===== src/rtl/sar_adc_host.sv =====
module sar_adc_host #(
  parameter int RES_W     = 12,
  parameter int CFG_W     = 6,
  parameter int UNI_POS   = 2,
  parameter int CONV_CYC  = 400,
  parameter int PULSE_CYC = 2,
  parameter int ACQ_CYC   = 60,
  parameter int SCK_HALF  = 2
) (
  input  logic             clk,
  input  logic             rst_n,
  input  logic             start_req,
  input  logic             sleep_mode,
  input  logic [CFG_W-1:0] cfg,
  output logic             busy,
  output logic [RES_W-1:0] result,
  output logic             result_valid,
  output logic             result_signed,
  output logic             adc_conv,
  output logic             adc_sck,
  output logic             adc_sdi,
  input  logic             adc_sdo
);
  localparam int CNT_MAX = (CONV_CYC > ACQ_CYC) ? CONV_CYC : ACQ_CYC;
  localparam int CNT_W   = $clog2(CNT_MAX + 1);
  localparam int DIV_W   = $clog2(SCK_HALF + 1);
  localparam int BIT_W   = $clog2(RES_W + 1);

  typedef enum logic [2:0] {S_IDLE, S_CONV, S_XFER, S_DONE, S_ACQ} state_t;

  state_t             state;
  logic [CNT_W-1:0]   cnt;
  logic [DIV_W-1:0]   div;
  logic [BIT_W-1:0]   bitn;
  logic [CFG_W-1:0]   cfg_sr;
  logic [RES_W-1:0]   res_sr;
  logic               sleep_q;
  logic               uni_q;

  assign busy = (state != S_IDLE);

  always_ff @(posedge clk or negedge rst_n) begin
    if (!rst_n) begin
      state         <= S_IDLE;
      cnt           <= '0;
      div           <= '0;
      bitn          <= '0;
      cfg_sr        <= '0;
      res_sr        <= '0;
      sleep_q       <= 1'b0;
      uni_q         <= 1'b0;
      result        <= '0;
      result_valid  <= 1'b0;
      result_signed <= 1'b0;
      adc_conv      <= 1'b0;
      adc_sck       <= 1'b0;
      adc_sdi       <= 1'b0;
    end else begin
      result_valid <= 1'b0;
      case (state)
        S_IDLE: if (start_req) begin
          state    <= S_CONV;
          adc_conv <= 1'b1;
          cnt      <= '0;
          sleep_q  <= sleep_mode;
          uni_q    <= cfg[UNI_POS];
          cfg_sr   <= cfg;
        end
        S_CONV: begin
          cnt <= cnt + 1'b1;
          if (!sleep_q && cnt == CNT_W'(PULSE_CYC - 1))
            adc_conv <= 1'b0;
          if (cnt == CNT_W'(CONV_CYC - 1)) begin
            adc_conv <= 1'b0;
            state    <= S_XFER;
            div      <= '0;
            bitn     <= '0;
            adc_sdi  <= cfg_sr[CFG_W-1];
            cfg_sr   <= cfg_sr << 1;
          end
        end
        S_XFER: begin
          div <= div + 1'b1;
          if (div == DIV_W'(SCK_HALF - 1)) begin
            div <= '0;
            if (!adc_sck) begin
              adc_sck <= 1'b1;
              res_sr  <= {res_sr[RES_W-2:0], adc_sdo};
            end else begin
              adc_sck <= 1'b0;
              bitn    <= bitn + 1'b1;
              adc_sdi <= cfg_sr[CFG_W-1];
              cfg_sr  <= cfg_sr << 1;
              if (bitn == BIT_W'(RES_W - 1))
                state <= S_DONE;
            end
          end
        end
        S_DONE: begin
          result        <= res_sr;
          result_valid  <= 1'b1;
          result_signed <= ~uni_q;
          cnt           <= '0;
          state         <= S_ACQ;
        end
        S_ACQ: begin
          cnt <= cnt + 1'b1;
          if (cnt == CNT_W'(ACQ_CYC - 1))
            state <= S_IDLE;
        end
        default: state <= S_IDLE;
      endcase
    end
  end
endmodule


===== config.mk =====
export PLATFORM = sky130hd
export DESIGN_NAME = sar_adc_host
export DESIGN_NICKNAME = d
export VERILOG_FILES = /design/src/rtl/sar_adc_host.sv
export SDC_FILE = /design/constraint.sdc
export NUM_CORES = 1
export LEC_CHECK = 0
export ABC_AREA = 1
export BUFFER_PORTS_ARGS = -buffer_cell sky130_fd_sc_hd__buf_2
export CAP_MARGIN = 40
export CORE_MARGIN = 2
export CORE_UTILIZATION = 26
export CTS_BUF_LIST = sky130_fd_sc_hd__clkbuf_16
export CTS_CLUSTER_DIAMETER = 80
export CTS_CLUSTER_SIZE = 30
export DETAILED_ROUTE_END_ITERATION = 12
export GPL_TIMING_DRIVEN = 0
export PLACE_DENSITY = 0.48
export RECOVER_POWER = 50
export SETUP_SLACK_MARGIN = 0.1
export SLEW_MARGIN = 5
export SYNTH_ARGS = -nofsm -noshare
export SYNTH_HDL_FRONTEND = slang
export SYNTH_SLANG_ARGS = --single-unit

===== constraint.sdc =====
create_clock -name clk -period 2.1 [get_ports clk]
set_clock_uncertainty 0.2 [all_clocks]
set_input_delay 0.21 -clock clk [delete_from_list [all_inputs] [get_ports clk]]
set_output_delay 0.21 -clock clk [all_outputs]
set_load 0.05 [all_outputs]

==> flow_metrics.tcl <==
set metrics [dict create \
    status "finished clean" \
    diodes 0 \
    fillerInstances 1075 \
    cts_tree "done" \
    coreArea_sq_mm 0.00982 \
    seq_power_share_pct 54.3 \
    grt_pass1_wl_um 9760 \
    tightest_slew_ns 0.720 \
    grt_pass1_vias 2025 \
    io_pins 29 \
    rows 36 \
    met2_length_um 2510 \
    clockPowerShare_pct 43.4 \
    htree_num_levels 2 \
    ys_types 28 \
    synthMuxAreaShare_pct 0 \
    netlist_area_sq_mm 0.00264 \
    wl_um 5620 \
    vias 2073 \
    io_buffer_count 28 \
    irDropWorstVdd_mv 0.313 \
    synth_top_family_by_area "simple AND/OR/NAND/NOR gates" \
    cts_sinks 55 \
    syn_area_per_cell_sq_um 8.54 \
    ys_seq_area_share_pct 52.1 \
    wl_per_cell_um 11.6 \
    clock.fmax_ghz 0.551 \
    maxUsedRoutingLayer "met4" \
    reg2reg_slack_ns 0.29 \
    design_area_sq_mm 0.00314 \
    setup_viol 0 \
    place_congestion 0.756 \
    holdPathStages 5 \
    timing.rr.start "cnt[0]" \
    drt-met1-wl_um 2890 \
    synth.area.top_cells "dfrtp_1, nand2_1, inv_1" \
    initial_core_util_pct 26.9 \
    grt_setup_unrepaired "no" \
    hp-start "cfg[0]" \
    cp.required_ns 2.13 \
    power_density_mw_per_mm2 624 \
    hold_viol_final 0 \
    final_nets 363 \
    first_iter_violations 110 \
    power.internal_uw 1530 \
    synth_cells 309 \
    die_width_um 105 \
    root_buffer "clkbuf_16" \
    cp.arrival_ns 1.84 \
    first_pass_iters 4 \
    final_layout_size_suffix_gt1_share_pct 15.4 \
    drc 0 \
    final.min_clock_period_ns 1.81 \
    worstSetupStartpointType "flop" \
    rr_endpoint "cfg_sr[0]" \
    antenna_found_initial 0 \
    synth_compound_area_share_pct 10.3 \
    worstRegToRegCells 8 \
    cts_made_buffers 5 \
    drt.antenna.violating_nets 0 \
    met3WireLength_um 154 \
    min_period_over_period_pct 86.4 \
    cap_violations 0 \
    synth-simple-area-share_pct 26.3 \
    via_per_inst 4.29 \
    cts_setup_buffers 0 \
    place_area_sq_mm 0.00297 \
    crit_fanout 10 \
    crit_type "reg -> reg" \
    yosys.area.top_type "dfrtp_1" \
    min_path_type "in -> reg" \
    tns_ns 0 \
    comb_power_share_pct 2.3 \
    syn-num-nets 323 \
    yosys_register_bits 55 \
    dp_slack_ns 0.254 \
    cts_buffer_depth 2 \
    worstHoldEndpoint "cfg_sr[0]" \
    endpoint_kind "flop" \
    dp_hpwl_um 4050 \
    switchingPower_uw 431 \
    grtUsageTotal_pct 11.0 \
    grt-ovfl-total 0 \
    yosys.area_share.adder_pct 1.42 \
    die-area_sq_mm 0.0110 \
    die_y_um 105 \
    fin_ws_ns 0.286 \
    area_delta_synth_final_pct 18.8 \
    final_core_util_pct 31.9 \
    clk_latency_ns 0.29 \
    p_total_uw 1960 \
    slew_headroom_pct 52.0 \
    switching_share_pct 22.0 \
    leakage_uw 0.00149 \
    cts.clk_slew.worst_paths_ns 0.08 \
    grt_max_degree 30 \
    yosysWarnings 0 \
    synth_top_area_share_pct 52.1 \
    final_max_slew_viol_count 0 \
    synth-xor-area-share_pct 1.66 \
]
==> cells in the final DEF (no fill, tap or decap), types with 2 or more instances in the layout <==
cell and count:
o21ai_0 25, nand3_2 3, o22ai_1 3, buf_12 2, nand3_1 15, dfrtp_1 55, inv_2 2, dlygate4sd3_1 4
clkinvlp_4 2, nor3_1 3, clkbuf_16 5, xnor2_1 2, buf_2 16, nor2_1 18, xor2_1 3, nor2_2 2
nand4_1 15, nand2_1 94, inv_1 37, o21ai_2 11, ha_1 2, clkbuf_1 15, a21oi_1 3, buf_6 2
==> state kept, by name (all words and copies together) (netlist names) <==
register / cells
res_sr: 12
result: 12
cnt: 9
cfg_sr: 6
bitn: 4
state: 3
div: 2
adc_conv: 1
adc_sck: 1
adc_sdi: 1
result_signed: 1
result_valid: 1
sleep_q: 1
uni_q: 1
==> final cells by class <==
type / instances / area [sq um] / area share [%]
repair buffers: 33 / 181 / 5.78
multi-input cells: 207 / 1050 / 33.4
flip-flops and latches: 55 / 1380 / 43.9
clock inverters: 3 / 23.8 / 0.758
well taps: 133 / 166 / 5.31
inverters: 39 / 146 / 4.67
clock buffers: 5 / 125 / 3.99
plain buffers: 8 / 70.1 / 2.23
==> worst max-delay path, cell delays in order, from the launching register on <==
cell and delay, ns:
dfrtp_1 0.42, ha_2 0.25, nand2_1 0.09, nor2_2 0.18
nand2_1 0.10, nand2_2 0.13, buf_4 0.19, nand4_1 0.09
nand2_1 0.09
==> stage by stage <==
step / hold slack [ns] / cells
5_1_grt: 0.0720 / 483
3_3_place_gp: 0.241 / 470
2_1_floorplan: -0.286 / 309
3_5_place_dp: 0.0747 / 471
4_1_cts: 0.0577 / 483
6_report: 0.0608 / 483
==> synth_stat cells <==
cell type and instances:
a21oi_1 3, a21oi_2 1, buf_12 1, buf_2 4, buf_4 1, buf_6 2, dfrtp_1 55, ha_1 3
inv_1 37, inv_2 2, nand2_1 94, nand2_2 1, nand3_1 16, nand3_2 2, nand4_1 15, nand4_2 1
nor2_1 17, nor2_2 2, nor2_4 2, nor3_1 3, o21ai_0 25, o21ai_2 11, o21bai_1 1, o22ai_1 3
or2_1 1, or2_4 1, xnor2_1 2, xor2_1 3
==> kinds of logic (layout without fill, tap and decap cells) <==
group,after synthesis,count (layout)
flip-flops,55,55
XOR/XNOR,5,5
buffers and inverters,47,88
AND/OR/NAND/NOR,155,155
adder cells (fa/ha/maj),3,3
AO/OA/AOI/OAI,44,44
==> repair_timing <==
action	CTS	global route
endpoints found under the setup margin	0	4
hold endpoints to repair	29	0
hold buffers	4	0
gates resized for setup	0	2
==> power groups by stage <==
stage / Sequential [uW] / Clock [uW] / Combinational, uW
floorplan: 1080 / 0 / 4.38
detailed placement: 1080 / 0 / 43.0
CTS: 1060 / 880 / 48.7
global route: 1060 / 926 / 54.1
global placement: 1080 / 0 / 37.8
finish: 1060 / 848 / 45.6
==> how the worst max path moves through the flow <==
stage | startpoint | to | slack (ns)
after floorplan | state[2] | adc_conv | 0.37
after global placement | cnt[0] | bitn[3] | 0.26
after detailed placement | cnt[0] | bitn[3] | 0.25
after CTS | cnt[0] | bitn[3] | 0.22
after global routing | cnt[0] | cfg_sr[4] | 0.12
final | cnt[0] | cfg_sr[0] | 0.29
==> routing by layer <==
| metal | vias up | global-route usage, % |
|---|---|---|
| met5 | - | 0 |
| met4 | 0 | 3.71 |
| met3 | 4 | 2.06 |
| met2 | 35 | 17.7 |
| met1 | 953 | 14.9 |
| li1 | 1081 | - |
(Power assumes the default switching activity.)
